**src/rtl/vtag_pkg.sv**
```systemverilog
package vtag_pkg;
   typedef enum logic [1:0] {
      OPC_SCALAR = 2'b00,
      OPC_MIXED  = 2'b01,
      OPC_VECTOR = 2'b10
   } vtag_opclass_e;

   localparam int unsigned ADDR_INT_TAGS = 0;
   localparam int unsigned ADDR_FP_TAGS  = 1;
endpackage

```
**src/rtl/vtag_tag_reg.sv**
```systemverilog
module vtag_tag_reg #(
   parameter int unsigned NREG     = 32,
   parameter bit          ZERO_LSB = 1'b0
) (
   input  logic            clk,
   input  logic            rst_n,
   input  logic            wr_en,
   input  logic [NREG-1:0] wr_data,
   output logic [NREG-1:0] tags
);
   for (genvar b = 0; b < NREG; b++) begin : g_bit
      if (ZERO_LSB && b == 0) begin : g_tied
         assign tags[b] = 1'b0;
      end else begin : g_flop
         logic bit_q;
         always_ff @(posedge clk or negedge rst_n) begin
            if (!rst_n)     bit_q <= 1'b0;
            else if (wr_en) bit_q <= wr_data[b];
         end
         assign tags[b] = bit_q;
      end
   end
endmodule

```
**src/rtl/vtag_bind_table.sv**
```systemverilog
module vtag_bind_table #(
   parameter int unsigned NREG  = 32,
   parameter int unsigned IDX_W = $clog2(NREG)
) (
   input  logic             clk,
   input  logic             rst_n,
   input  logic             wr_en,
   input  logic [IDX_W-1:0] wr_sel,
   input  logic             wr_valid,
   input  logic [IDX_W-1:0] wr_pidx,
   input  logic [IDX_W-1:0] rd_sel,
   output logic             rd_valid,
   output logic [IDX_W-1:0] rd_pidx,
   input  logic [IDX_W-1:0] lk_sel,
   output logic             lk_valid,
   output logic [IDX_W-1:0] lk_pidx
);
   logic [NREG-1:0]  ent_valid;
   logic [IDX_W-1:0] ent_pidx [NREG];

   for (genvar e = 0; e < NREG; e++) begin : g_ent
      if (e == 0) begin : g_null
         assign ent_valid[e] = 1'b0;
         assign ent_pidx[e]  = '0;
      end else begin : g_live
         logic             v_q;
         logic [IDX_W-1:0] p_q;
         always_ff @(posedge clk or negedge rst_n) begin
            if (!rst_n) begin
               v_q <= 1'b0;
               p_q <= '0;
            end else if (wr_en && wr_sel == IDX_W'(e)) begin
               v_q <= wr_valid;
               p_q <= wr_pidx;
            end
         end
         assign ent_valid[e] = v_q;
         assign ent_pidx[e]  = p_q;
      end
   end

   assign rd_valid = ent_valid[rd_sel];
   assign rd_pidx  = ent_valid[rd_sel] ? ent_pidx[rd_sel] : '0;
   assign lk_valid = ent_valid[lk_sel];
   assign lk_pidx  = ent_pidx[lk_sel];
endmodule

```
**src/rtl/vtag_classifier.sv**
```systemverilog
module vtag_classifier #(
   parameter int unsigned NOPS = 3
) (
   input  logic [NOPS-1:0] op_vec,
   input  logic [NOPS-1:0] op_used,
   output logic [1:0]      op_class
);
   import vtag_pkg::*;
   localparam int unsigned CNT_W = $clog2(NOPS + 1);

   logic [CNT_W-1:0] n_used, n_vec;

   always_comb begin
      n_used = '0;
      n_vec  = '0;
      for (int k = 0; k < NOPS; k++) begin
         n_used = n_used + CNT_W'(op_used[k]);
         n_vec  = n_vec + CNT_W'(op_used[k] & op_vec[k]);
      end
      if (n_vec == '0)          op_class = OPC_SCALAR;
      else if (n_vec == n_used) op_class = OPC_VECTOR;
      else                      op_class = OPC_MIXED;
   end
endmodule

```
**src/rtl/vtag_classify_unit.sv**
```systemverilog
module vtag_classify_unit #(
   parameter int unsigned NREG   = 32,
   parameter int unsigned NSRC   = 2,
   parameter bit          HAS_FP = 1'b1,
   parameter int unsigned IDX_W  = $clog2(NREG),
   parameter int unsigned CFG_AW = IDX_W + 1
) (
   input  logic                  clk,
   input  logic                  rst_n,
   input  logic                  cfg_wr_en,
   input  logic [CFG_AW-1:0]     cfg_wr_addr,
   input  logic [NREG-1:0]       cfg_wr_data,
   input  logic [CFG_AW-1:0]     cfg_rd_addr,
   output logic [NREG-1:0]       cfg_rd_data,
   input  logic                  inst_is_fp,
   input  logic [NSRC*IDX_W-1:0] inst_src_idx,
   input  logic [NSRC-1:0]       inst_src_used,
   input  logic [IDX_W-1:0]      inst_dst_idx,
   input  logic                  inst_dst_used,
   output logic [NSRC-1:0]       src_vec,
   output logic                  dst_vec,
   output logic [1:0]            op_class,
   output logic                  pred_en,
   output logic [IDX_W-1:0]      pred_idx
);
   import vtag_pkg::*;

   localparam int unsigned NOPS = NSRC + 1;

   if (NREG < 4 || (1 << IDX_W) != NREG) begin : g_bad_nreg
      $error("NREG must be a power of two of at least 4");
   end
   if (NREG < IDX_W + 1) begin : g_bad_width
      $error("NREG too small to carry a binding entry");
   end
   if (NSRC < 1) begin : g_bad_nsrc
      $error("NSRC must be at least 1");
   end

   logic wr_int, wr_fp, wr_bind;
   assign wr_int  = cfg_wr_en && cfg_wr_addr == CFG_AW'(ADDR_INT_TAGS);
   assign wr_fp   = cfg_wr_en && cfg_wr_addr == CFG_AW'(ADDR_FP_TAGS);
   assign wr_bind = cfg_wr_en && cfg_wr_addr[CFG_AW-1];

   logic [NREG-1:0] int_tags, fp_tags;

   vtag_tag_reg #(.NREG(NREG), .ZERO_LSB(1'b1)) u_int_tags (
      .clk(clk), .rst_n(rst_n), .wr_en(wr_int),
      .wr_data(cfg_wr_data), .tags(int_tags)
   );

   if (HAS_FP) begin : g_fp
      vtag_tag_reg #(.NREG(NREG), .ZERO_LSB(1'b0)) u_fp_tags (
         .clk(clk), .rst_n(rst_n), .wr_en(wr_fp),
         .wr_data(cfg_wr_data), .tags(fp_tags)
      );
   end else begin : g_no_fp
      assign fp_tags = '0;
   end

   logic             bind_rd_valid, bind_lk_valid;
   logic [IDX_W-1:0] bind_rd_pidx, bind_lk_pidx;

   vtag_bind_table #(.NREG(NREG), .IDX_W(IDX_W)) u_bind (
      .clk(clk), .rst_n(rst_n),
      .wr_en(wr_bind),
      .wr_sel(cfg_wr_addr[IDX_W-1:0]),
      .wr_valid(cfg_wr_data[IDX_W]),
      .wr_pidx(cfg_wr_data[IDX_W-1:0]),
      .rd_sel(cfg_rd_addr[IDX_W-1:0]),
      .rd_valid(bind_rd_valid),
      .rd_pidx(bind_rd_pidx),
      .lk_sel(inst_dst_idx),
      .lk_valid(bind_lk_valid),
      .lk_pidx(bind_lk_pidx)
   );

   always_comb begin
      cfg_rd_data = '0;
      if (cfg_rd_addr[CFG_AW-1]) begin
         cfg_rd_data[IDX_W]     = bind_rd_valid;
         cfg_rd_data[IDX_W-1:0] = bind_rd_pidx;
      end else if (cfg_rd_addr == CFG_AW'(ADDR_INT_TAGS)) begin
         cfg_rd_data = int_tags;
      end else if (cfg_rd_addr == CFG_AW'(ADDR_FP_TAGS)) begin
         cfg_rd_data = fp_tags;
      end
   end

   logic [NREG-1:0] sel_tags;
   assign sel_tags = inst_is_fp ? fp_tags : int_tags;

   for (genvar s = 0; s < NSRC; s++) begin : g_src
      logic [IDX_W-1:0] idx;
      assign idx        = inst_src_idx[s*IDX_W +: IDX_W];
      assign src_vec[s] = inst_src_used[s] & sel_tags[idx];
   end
   assign dst_vec = inst_dst_used & sel_tags[inst_dst_idx];

   vtag_classifier #(.NOPS(NOPS)) u_class (
      .op_vec({dst_vec, src_vec}),
      .op_used({inst_dst_used, inst_src_used}),
      .op_class(op_class)
   );

   assign pred_en  = inst_dst_used & ~inst_is_fp & bind_lk_valid;
   assign pred_idx = pred_en ? bind_lk_pidx : '0;
endmodule

```
**config.mk**
```make
export PLATFORM = sky130hd
export DESIGN_NAME = vtag_classify_unit
export DESIGN_NICKNAME = d
export VERILOG_FILES = /design/src/rtl/vtag_pkg.sv /design/src/rtl/vtag_tag_reg.sv /design/src/rtl/vtag_bind_table.sv /design/src/rtl/vtag_classifier.sv /design/src/rtl/vtag_classify_unit.sv
export SDC_FILE = /design/constraint.sdc
export NUM_CORES = 1
export LEC_CHECK = 0
export ABC_AREA = 0
export ABC_CLOCK_PERIOD_IN_PS = 4000
export BUFFER_PORTS_ARGS = -buffer_cell sky130_fd_sc_hd__clkbuf_2
export CAP_MARGIN = 30
export CORE_ASPECT_RATIO = 0.9
export CORE_MARGIN = 2
export CORE_UTILIZATION = 30
export DETAILED_ROUTE_END_ITERATION = 8
export SLEW_MARGIN = 20
export SYNTH_ARGS = -nofsm -noshare
export SYNTH_HDL_FRONTEND = slang
export SYNTH_SLANG_ARGS = --single-unit
```
**constraint.sdc**
```tcl
create_clock -name clk -period 4 [get_ports clk]
set_input_delay 0.6 -clock clk [delete_from_list [all_inputs] [get_ports clk]]
set_output_delay 0.6 -clock clk [all_outputs]
set_load 0.01 [all_outputs]
```
Word level (Yosys, flattened, before mapping) --
Cells that the tools add are included. W data, S select, Z words.
Storage, ports and cells: flip-flop bits (word level) 249, input port bits 66, latch bits 0, bits in writable memories 0, memories 0, memory bits (read-only) 0
Cells by class: muxes and demuxes 25, divide/modulo/power cells 0, bitwise gates (word level) 11, equal/unequal tests 34, $mul 0, reduce and logical (&&, ||, !) cells 37, shift operators 0, $add $sub $neg 4, order comparisons 6
Operators with widths (number):
- $mux W32 | 3
- $eq A5 B5 Y1 const B | 16
- $bmux W5 S5 | 2
- $eq A5 B4 Y1 const B | 8
- $logic_and A1 B1 Y1 | 34
- $mux W5 | 6
- $mux W26 | 1
- $bmux W1 S5 | 5
- $lt A5 B6 Y1 const B | 4
- $eq A5 B3 Y1 const B | 4
- $eq A6 B1 Y1 const B | 2
- $ge A6 B6 Y1 const B | 2
- $logic_not A6 Y1 | 2
- $not A5 Y6 | 2
- $eq A5 B2 Y1 const B | 2
- $and A1 B1 Y1 | 8
- $mux W6 | 1
- $eq A5 B1 Y1 const B | 1
- $mux W1 | 5
- $add A2 B2 Y2 | 2
- $mux W2 | 2
- $add A1 B1 Y2 | 1
- $add A2 B1 Y2 | 1
- $eq A2 B2 Y1 | 1
- other kinds (2) | 2

Depth between registers and ports, before layout --
Gate-level depths: netlist of run 1.
word-level depth 10, gate-level depth with buffers 12, depth with buffers taken out 9

Modules after synthesis --
From an unflattened synthesis of run 1, not the netlist that was laid out.
Unflattened totals: cell total of the unflattened synthesis 1141, area total of the unflattened synthesis 15518.6 um2
By module, submodules not included:
- vtag_bind_table | area an instance 10191.0 um2, cells each 721, times used 1
- vtag_classify_unit | area an instance 2217.1 um2, cells each 207, times used 1
- vtag_tag_reg at g_fp.u_fp_tags | area an instance 1585.3 um2, cells each 100, times used 1
- vtag_tag_reg at u_int_tags | area an instance 1402.6 um2, cells each 98, times used 1
- vtag_classifier | area an instance 122.6 um2, cells each 15, times used 1

Worst setup path before layout of run 1 --
No wires, ideal clock.
kind input -> output, start point input inst_is_fp, end point output op_class[1], arrival 3.229 ns, stages on the path 11, data required time 3.400 ns, slack 0.171 ns, cells stage by stage buf_6 > buf_12 > buf_12 > mux4_1 > mux2_2 > o311a_1 > nand3_2 > o31a_1 > fa_1 > xor2_1 > o31ai_1
Between the ends: cells in the longest elaborated chain, start to end 10, elaborated cells on any way between the ends 19
Ends and longest elaborated chain:
- from (decl) | line vtag_classify_unit.sv:15 | input logic inst_is_fp,
- $mux W32 (*) | line vtag_classify_unit.sv:91 | assign sel_tags = inst_is_fp ? fp_tags : int_tags;
- $bmux W1 S5 | line vtag_classify_unit.sv:96 | assign src_vec[s] = inst_src_used[s] & sel_tags[idx];
- $mux W1 (implied by the code) | line vtag_classify_unit.sv:96
- $and A1 B1 Y1 | line vtag_classify_unit.sv:96
- $and A1 B1 Y1 | line vtag_classifier.sv:18 | n_vec = n_vec + CNT_W'(op_used[k] & op_vec[k]);
- $add A2 B2 Y2 | line vtag_classifier.sv:18
- $add A2 B2 Y2 (*) | line vtag_classifier.sv:18
- $eq A2 B2 Y1 | line vtag_classifier.sv:21 | else if (n_vec == n_used) op_class = OPC_VECTOR;
- $mux W2 | line vtag_classifier.sv:21
- $mux W2 (*) | line vtag_classifier.sv:20 | if (n_vec == '0) op_class = OPC_SCALAR;
- to (decl) | line vtag_classify_unit.sv:22 | output logic [1:0] op_class,
Mark *: on every way between the ends. The rest lies on a longest branch, timed or not. The select of a mux whose other input is x is not followed.

Worst setup path after layout of run 1 --
start point register g_fp.u_fp_tags.g_bit[31].g_flop.bit_q, end point output op_class[1]
Between the ends: cells in the longest elaborated chain, start to end 10, elaborated cells on any way between the ends 19
Ends and longest elaborated chain:
- from (decl) | line vtag_tag_reg.sv:15 | logic bit_q;
- from (signal assigned) | line vtag_tag_reg.sv:18 | else if (wr_en) bit_q <= wr_data[b];
- $mux W32 (*) | line vtag_classify_unit.sv:91
- $bmux W1 S5 | line vtag_classify_unit.sv:96
- $mux W1 (implied by the code) | line vtag_classify_unit.sv:96
- $and A1 B1 Y1 | line vtag_classify_unit.sv:96
- $and A1 B1 Y1 | line vtag_classifier.sv:18
- $add A2 B2 Y2 | line vtag_classifier.sv:18
- $add A2 B2 Y2 (*) | line vtag_classifier.sv:18
- $eq A2 B2 Y1 | line vtag_classifier.sv:21
- $mux W2 | line vtag_classifier.sv:21
- $mux W2 (*) | line vtag_classifier.sv:20
Marks and branches as above.

==> results_dict.tcl, run 1 <==
set metrics [dict create \
    status "complete, but fails checks" \
    violations "setup timing" \
    skew_ns 0 \
    synth-seq-area-share_pct 42.4 \
    grt_usage_pct 17.3 \
    hold_viol 0 \
    design_area_um2 17300 \
    rsz0062_at_grt "true" \
    finalMaxSlewViolations 0 \
    grt_pass1_wl_um 67300 \
    grt_start_max_net_pins 119 \
    h-tree-depth 1 \
    max_freq_mhz 240 \
    place_ws_ns -0.167 \
    maxCapViolCount 0 \
    drc 0 \
    grt_overflow 0 \
    root_buffer "clkbuf_16" \
    min_period_over_period_pct 104 \
    synthTopCellsByCount "265 x mux2_2, 249 x dfrtp_1, 124 x mux4_2, 59 x nor2_1, 54 x mux2i_1" \
    worst_pin_slew_ns 0.847 \
    synth_area_um2 14700 \
    synth.net_count 1078 \
    setup_ws_ns -0.171 \
    avgRoutedWirePerCell_um 24.8 \
    avgViaCountPerCell 5.60 \
    period_minus_slack_ns 4.17 \
    first_iter_violations 794 \
    avgSynthCellArea_um2 14.6 \
    critical_path_class "reg -> out" \
    power.density_nw_per_um2 434 \
    vdd_drop_max_mv 0.304 \
    worstPathArrival_ns 3.57 \
    netlist_top_cells_area "dfrtp_1 42%, mux2_2 20%, mux4_2 19%" \
    vias 9982 \
    antenna_cells 0 \
    synth_edf_count 0 \
    antenna_found_initial 3 \
    cts_buffer_depth 3 \
    std_cell_rows 76 \
    min_path_type "in -> reg" \
    synth_top_cell_area_share_pct 42.4 \
    ys_types 50 \
    ys_ff_latch 249 \
    max_slew_margin_pct 43.3 \
    io_buffers 108 \
    die_x_um 237 \
    die_h_um 214 \
    drive_gt1_share_pct 53.8 \
    clock-sinks 249 \
    dpl_cell_area_um2 16100 \
    io_pins 109 \
    final_nets 1202 \
    post-route-util_pct 36.0 \
    power.leakage_uw 0.00777 \
    synth_top_cell_by_area "dfrtp_1" \
    synth_warnings 0 \
    hold_ws_ns 0.266 \
    start_util_pct 30.6 \
    routabilityCongestion 0.919 \
    setup_viol 2 \
    critPathLaunchType "flop" \
    synthCells 1010 \
    ant_nets 0 \
    crit_path_end_kind "primary output" \
    yosysMostFrequentCell "mux2_2" \
    routed_wl_um 44100 \
    drtPass1Iterations 5 \
    clkLatencyLatePin_ns 0.57 \
    dieArea_um2 50800 \
    numCtsBuffers 29 \
    ys.flop_type "dfrtp_1" \
    areaGrowthSynthToFinish_pct 17.9 \
    core_um2 48100 \
    grt_pass1_vias 10228 \
    dpl.hpwl_um 30900 \
    worstPathRequired_ns 3.40 \
    crit_fanout 4 \
    ys_async_sr_fraction_pct 100 \
    path_clk_slew_ns 0.06 \
    cts_tree "done" \
]
-- what timing repair did --
| item | CTS | global route |
|---|---|---|
| setup endpoints to repair | 2 | 2 |
| buffers inserted | 15 | 0 |
| hold buffers | 0 | 1 |
| resized for setup | 6 | 8 |
| endpoints found under the hold margin | 0 | 28 |
| pin swaps | 2 | 4 |
-- stage by stage --
step / power (µW) / setup TNS (ns) / cells
final: 7530 / -0.264 / 1781
after global routing: 7840 / -0.472 / 1781
after CTS: 7580 / -0.310 / 1779
after detailed placement: 4580 / -0.282 / 1710
after global placement: 4530 / -0.275 / 1710
after floorplan: 4070 / 0 / 1010
-- layout by cell type, fill, tap and decap left out, types with 2 or more instances in the layout --
cell,n
mux2_2,265
dfrtp_1,249
mux4_2,126
clkbuf_2,102
nor2_1,59
mux2i_1,54
buf_4,52
nand2_1,29
clkbuf_16,29
a22oi_1,18
nor2b_1,17
mux4_1,16
nand3_1,13
inv_1,10
a22o_1,8
clkbuf_8,7
buf_12,7
a221oi_1,6
o22ai_1,6
o311ai_0,5
bufinv_16,5
nor3_1,4
and2_1,4
clkinv_2,4
nand2b_1,3
nand3b_1,3
a21oi_1,3
o211ai_1,3
clkbuf_1,3
buf_2,3
buf_6,3
and4_1,2
o21ai_0,2
o31ai_1,2
nand3_2,2
o31a_1,2
fa_1,2
clkinvlp_4,2
clkinv_4,2
-- layout make-up --
cell class / count / area, µm²
tap: 624 / 781
sequential: 249 / 6230
multi-input combinational: 673 / 8080
fill: 4578 / 30800
clock buffer: 39 / 833
clock inverter: 15 / 231
inverter: 11 / 41.3
timing repair buffer: 170 / 1140
-- per-layer routing --
metal	GRT usage, %	up-vias	wire [µm]
met2	27.6	333	20800
li1	-	4209	-
met4	4.63	6	1080
met3	3.06	74	2860
met1	24.4	5360	19300
met5	0	-	41
-- final timing paths --
check	start	slack [ns]	endpoint	cells past startpoint
worst max-delay path	g_fp.u_fp_tags.g_bit[31].g_flop.bit_q$_DFFE_PN0P_	-0.17	op_class[1]	12
worst min-delay path	cfg_wr_data[30]	0.27	u_int_tags.g_bit[30].g_flop.bit_q$_DFFE_PN0P_	2
worst max register to register	u_int_tags.g_bit[21].g_flop.bit_q$_DFFE_PN0P_	3.06	u_int_tags.g_bit[21].g_flop.bit_q$_DFFE_PN0P_	2
worst min register to register	u_bind.g_ent[29].g_live.p_q[0]$_DFFE_PN0P_	0.52	u_bind.g_ent[29].g_live.p_q[0]$_DFFE_PN0P_	1
max in group asynchronous	rst_n	2.46	u_int_tags.g_bit[3].g_flop.bit_q$_DFFE_PN0P_	4
min in group asynchronous	rst_n	0.47	u_int_tags.g_bit[21].g_flop.bit_q$_DFFE_PN0P_	2
-- sequential cells by signal, indices dropped and copies added (netlist names) --
| name | flops |
|---|---|
| u_bind.g_ent.g_live.p_q | 155 |
| g_fp.u_fp_tags.g_bit.g_flop.bit_q | 32 |
| u_bind.g_ent.g_live.v_q | 31 |
| u_int_tags.g_bit.g_flop.bit_q | 31 |
-- worst max-delay path: stages, from the launching register on --
cell and delay [ns]:
dfrtp_1 0.42, buf_6 0.13, mux4_2 0.46, mux4_2 0.48, or2b_1 0.24, nand3_2 0.07
o31a_1 0.15, fa_1 0.48, buf_6 0.16, inv_2 0.04, nand4_1 0.11, o31ai_2 0.09
buf_2 0.17
-- cells by family (layout without fill, tap and decap cells) --
kind of cell / count (synthesis) / count (layout) / synth area share, %
buffers and inverters: 88 / 235 / 2.94
adders and majority gates: 2 / 2 / 0.272
AOI/OAI and AO/OA: 63 / 63 / 3.40
and+or+nand+nor: 145 / 145 / 4.65
xor gates and xnor gates: 1 / 1 / 0.0595
muxes: 462 / 462 / 46.3
DFF: 249 / 249 / 42.4
-- report_power, final --
part / total [µW] / switching [µW] / leakage, µW / internal (µW)
sequential: 3140 / 287 / 0.00331 / 2860
clock: 2940 / 1140 / 0.000520 / 1790
combinational: 1450 / 623 / 0.00394 / 831
Power figures use the tool's default switching activity.
==> inputs of run 2 (changes only) <==
==> constraint.sdc (replaced) <==
create_clock -name clk -period 4 [get_ports clk]
set_input_delay 0.6 -clock clk [delete_from_list [all_inputs] [get_ports clk]]
set_output_delay 0.6 -clock clk [all_outputs]
set_load 0.02 [all_outputs]
==> results_dict.tcl, run 2 (synthesis results as in run 1) <==
set metrics [dict create \
    place_ws_ns -0.216 \
    power.density_nw_per_um2 428 \
    layout_common_cells "265 x mux2_2, 246 x dfrtp_1, 128 x mux4_2, 102 x clkbuf_2, 58 x nor2_1" \
    skew_ns 0 \
    areaGrowthSynthToFinish_pct 16.8 \
    dpl.hpwl_um 31300 \
    critical_path_class "reg -> out" \
    dieArea_um2 50800 \
    routed_wl_um 44300 \
    largest_register_ffs 155 \
    grt_pass1_wl_um 67300 \
    core_um2 48100 \
    final_common_cell "mux2_2" \
    crit_fanout 5 \
    io_buffers 108 \
    die_h_um 214 \
    h-tree-depth 1 \
    fin_tns_setup_ns -0.222 \
    maxCapViolCount 0 \
    start_util_pct 30.6 \
    status "complete, but fails checks" \
    drive_gt1_share_pct 53.9 \
    regMostFlops "u_bind.g_ent.g_live.p_q" \
    max_slew_margin_pct 38.5 \
    wl_met3_um 2660 \
    max_freq_mhz 243 \
    root_buffer "clkbuf_16" \
    drc 0 \
    ant_nets 0 \
    first_iter_violations 775 \
    routabilityCongestion 0.903 \
    die_x_um 237 \
    violations "setup timing" \
    grt_usage_pct 17.4 \
    drtPass1Iterations 5 \
    postCtsHoldBufs 0 \
    cts_tree "done" \
    met2WireLength_um 21000 \
    finalMaxSlewViolations 0 \
    worstPathRequired_ns 3.40 \
    setup_ws_ns -0.114 \
    reg_top3 "u_bind.g_ent.g_live.p_q x155, g_fp.u_fp_tags.g_bit.g_flop.bit_q x32" \
    path_clk_slew_ns 0.06 \
    worst_pin_slew_ns 0.920 \
    min_period_over_period_pct 103 \
    io_pins 109 \
    grt_overflow 0 \
    critPathLaunchType "flop" \
    cts_buffer_depth 3 \
    worstPathArrival_ns 3.51 \
    regArea_um2 6230 \
    final_nets 1194 \
    min_path_type "in -> async" \
    clkLatencyLatePin_ns 0.56 \
    numCtsBuffers 30 \
    power.leakage_uw 0.00767 \
    setup_viol 2 \
    crit_path_end_kind "primary output" \
    hold_viol 0 \
    antenna_found_initial 4 \
    multi_input_area_um2 8090 \
    power_uw 7360 \
    rsz0062_at_grt "true" \
    vdd_drop_max_mv 0.321 \
    wl_met1_um 19600 \
    top_layer "met5" \
    avgViaCountPerCell 5.61 \
    clock-sinks 249 \
    vias 9968 \
    period_minus_slack_ns 4.11 \
    grt_pass1_vias 10324 \
    fill_cells 4616 \
    avgRoutedWirePerCell_um 24.9 \
    std_cell_rows 76 \
    grt_start_max_net_pins 107 \
]
-- run 2: path summary, 6_finish.rpt --
kind                                                                        start                                                end  slack (ns)  cells past startpoint
worst max-delay path            g_fp.u_fp_tags.g_bit[14].g_flop.bit_q$_DFFE_PN0P_                                        op_class[1]       -0.11                      8
worst min-delay path                                                        rst_n      u_int_tags.g_bit[19].g_flop.bit_q$_DFFE_PN0P_        0.03                      1
worst max register to register  g_fp.u_fp_tags.g_bit[19].g_flop.bit_q$_DFFE_PN0P_  g_fp.u_fp_tags.g_bit[19].g_flop.bit_q$_DFFE_PN0P_        3.03                      2
worst min register to register         u_bind.g_ent[26].g_live.p_q[3]$_DFFE_PN0P_         u_bind.g_ent[26].g_live.p_q[3]$_DFFE_PN0P_        0.52                      1
max in group asynchronous                                                   rst_n             u_bind.g_ent[6].g_live.v_q$_DFFE_PN0P_        2.78                      2
min in group clk                                                  cfg_wr_data[28]  g_fp.u_fp_tags.g_bit[28].g_flop.bit_q$_DFFE_PN0P_        0.28                      2
-- run 2: layout make-up --
class | count | area share [%]
multi-input cells | 673 | 47.1
clock buffers | 46 | 5.18
inverters | 11 | 0.240
flip-flops and latches | 249 | 36.3
repair buffers | 161 | 5.98
diodes | 2 | 0.0291
clock inverters | 10 | 0.706
well taps | 624 | 4.54
-- run 2: through the flow --
step	std cells	cell area, µm²	utilization, %	hold WS [ns]
2_1_floorplan	1010	14700	-	0.304
3_5_place_dp	1714	16100	33.5	0.513
3_3_place_gp	1714	16100	33.5	0.500
4_1_cts	1774	17200	35.7	0.105
5_1_grt	1774	17200	35.7	0.0932
6_report	1776	17200	35.7	0.0284
-- run 2: timing repair --
action                                 in CTS  in global routing
cloned                                      0                  0
pin swaps                                   3                  3
setup buffers                               4                  0
setup endpoints to repair                   2                  2
resized for setup                          15                  6
endpoints found under the hold margin       0                  0
-- run 2: metal layers --
metal,up-vias,track usage (%)
met5,-,0
met4,6,4.32
met3,62,2.88
met2,330,28.0
met1,5378,24.4
li1,4192,-
-- run 2: worst max-delay path, cell delays in order (launching register included) --
cell and delay [ns]:
dfrtp_1 0.43, mux4_4 0.62, mux4_2 0.47, and2b_2 0.23, o31a_1 0.17, fa_2 0.49, xor2_1 0.17, o31ai_2 0.18
buf_4 0.18
-- run 2: where the power goes --
part / leakage [µW] / switching, µW / internal [µW]
Sequential: 0.00330 / 308 / 2860
Clock: 0.000496 / 1110 / 1660
Combinational: 0.00387 / 620 / 813
Total: 0.00767 / 2030 / 5330
==> inputs of run 3 (changes only) <==
- CORE_UTILIZATION: 30 -> 40
- SYNTH_HIERARCHICAL: default -> 1
==> results_dict.tcl, run 3 <==
set metrics [dict create \
    status "complete, but fails checks" \
    violations "setup timing" \
    areaGrowthSynthToFinish_pct 11.2 \
    layout_common_cells "249 x dfrtp_1, 239 x mux2_2, 117 x mux4_2, 101 x clkbuf_2, 89 x mux2i_1" \
    die_x_um 212 \
    wl_met1_um 19700 \
    vdd_drop_max_mv 0.285 \
    netlist_top_cells_area "dfrtp_1 40%, mux2_2 17%, mux4_2 17%" \
    synth-seq-area-share_pct 40.2 \
    setup_ws_ns -0.222 \
    period_minus_slack_ns 4.22 \
    antenna_found_initial 2 \
    clock-sinks 249 \
    yosysMostFrequentCell "dfrtp_1" \
    synth.net_count 1209 \
    synth_warnings 6 \
    crit_path_end_kind "primary output" \
    drc 0 \
    fin_tns_setup_ns -0.441 \
    drtPass1Iterations 5 \
    met2WireLength_um 19600 \
    wl_met3_um 2370 \
    avgSynthCellArea_um2 13.6 \
    synth_top_cell_by_area "dfrtp_1" \
    maxCapViolCount 0 \
    postCtsHoldBufs 0 \
    hold_ws_ns 0.0852 \
    avgRoutedWirePerCell_um 25.2 \
    io_pins 109 \
    max_slew_margin_pct 45.3 \
    crit_fanout 4 \
    power.leakage_uw 0.00772 \
    critical_path_class "reg -> out" \
    min_path_type "in -> async" \
    grt_start_max_net_pins 100 \
    grt_pass1_wl_um 65300 \
    numCtsBuffers 29 \
    synthTopCellsByCount "249 x dfrtp_1, 239 x mux2_2, 116 x mux4_2, 89 x mux2i_1, 74 x buf_4" \
    reg2reg_slack_ns 2.92 \
    ant_nets 0 \
    path_clk_slew_ns 0.06 \
    ys_ff_latch 249 \
    grt_overflow 0 \
    start_util_pct 40.5 \
    place_ws_ns -0.243 \
    synth_edf_count 0 \
    dieArea_um2 40400 \
    ys.flop_type "dfrtp_1" \
    final_common_cell "dfrtp_1" \
    skew_ns 0 \
    max_freq_mhz 237 \
    clkLatencyLatePin_ns 0.55 \
    largest_register_ffs 155 \
    reg_top3 "u_bind/g_ent.g_live.p_q x155, g_fp.u_fp_tags/g_bit.g_flop.bit_q x32" \
    ys_async_sr_fraction_pct 100 \
    synthCells 1141 \
    vias 10106 \
    top_layer "met5" \
    io_buffers 108 \
    hold_viol 0 \
    root_buffer "clkbuf_16" \
    worstPathArrival_ns 3.62 \
    dpl_cell_area_um2 16100 \
    routabilityCongestion 0.860 \
    grt_pass1_vias 10241 \
    cts_tree "done" \
    setup_viol 2 \
    power.density_nw_per_um2 429 \
    worstReg2RegEnd "g_fp.u_fp_tags/g_bit[4].g_flop.bit_q$_DFFE_PN0P_" \
    core_um2 38300 \
    cts_buffer_depth 3 \
    ys_types 48 \
    h-tree-depth 1 \
    min_period_over_period_pct 106 \
    final_nets 1246 \
    design_area_um2 17300 \
    std_cell_rows 68 \
    die_h_um 191 \
    synth_top_cell_area_share_pct 40.2 \
    critPathLaunchType "flop" \
    worst_pin_slew_ns 0.821 \
    finalMaxSlewViolations 0 \
    grt_usage_pct 21.4 \
    routed_wl_um 42600 \
    first_iter_violations 819 \
    avgViaCountPerCell 5.97 \
    r2r-start "g_fp.u_fp_tags/g_bit[4].g_flop.bit_q$_DFFE_PN0P_" \
    dpl.hpwl_um 29500 \
    regMostFlops "u_bind/g_ent.g_live.p_q" \
    synth_area_um2 15500 \
    reg2reg_depth 3 \
    drive_gt1_share_pct 50.5 \
    rsz0062_at_grt "true" \
    worstPathRequired_ns 3.40 \
]
## run 3: changes by cell type after synthesis, moves of 8 or more
cell / before / now
a22oi_1: 18 / 9
mux2_2: 265 / 239
mux4_1: 18 / 4
o21ai_0: 2 / 19
mux2_4: 0 / 30
buf_2: 24 / 13
mux4_2: 124 / 116
buf_4: 2 / 74
and2_1: 4 / 12
mux2i_1: 54 / 89
a21oi_1: 4 / 19
## run 3: timing repair
item / CTS / global route
buffers inserted: 5 / 1
gates resized for setup: 8 / 5
endpoints found under the setup margin: 2 / 2
pin swaps: 5 / 0
## run 3: layout make-up
class	count	area, µm²
fillers	3436	21000
multi-input cells	733	8290
flip-flops and latches	249	6230
repair buffers	157	1060
clock buffers	39	823
well taps	490	613
clock inverters	15	198
inverters	8	30.0
diodes	1	2.50
## run 3: routing by layer
layer  vias up  global-route usage (%)
met5         -                       0
met4         2                    4.74
met3        60                    3.59
met2       341                    33.4
met1      5335                    31.3
li1       4368                       -
## run 3: metrics by stage
step           util (%)  power, µW  std cells
2_1_floorplan         -       4220       1141
3_3_place_gp       42.1       4560       1631
3_5_place_dp       42.1       4600       1631
4_1_cts            45.0       7450       1690
5_1_grt            45.0       7730       1691
6_report           45.1       7400       1692
## run 3: where the power goes
part	leakage, µW	switching (µW)	internal, µW
logic	0.00392	606	816
registers	0.00331	316	2860
clock network	0.000495	1100	1700
## run 3: critical path, cell delays in order, from the launching register on
cell and delay (ns):
dfrtp_1 0.41, mux4_4 0.62, mux4_2 0.49, nor2b_4 0.14, a211oi_2 0.17, a211oi_2 0.07
and2_1 0.21, fa_2 0.56, nand2b_1 0.08, o22ai_2 0.16, clkbuf_8 0.17
## run 3: cells by family after synthesis
kind of cell	after synthesis	share of synthesized area [%]
simple gates	157	4.93
buf+inv	159	6.64
other cells	1	0.0242
fa+ha+maj	2	0.258
xor+xnor	1	0.0564
mux	481	44.0
flops	249	40.2
compound gates	91	3.96
## run 3: worst max-delay path by stage
stage	start	end	slack, ns	cells past startpoint
detailed placement	inst_is_fp	op_class[1]	-0.24	12
finish	g_fp.u_fp_tags/g_bit[6].g_flop.bit_q$_DFFE_PN0P_	op_class[1]	-0.22	10
global route	inst_is_fp	op_class[1]	-0.37	12
floorplan	inst_is_fp	op_class[1]	0.02	11
global placement	inst_is_fp	op_class[1]	-0.20	12
CTS	g_fp.u_fp_tags/g_bit[6].g_flop.bit_q$_DFFE_PN0P_	op_class[1]	-0.24	10
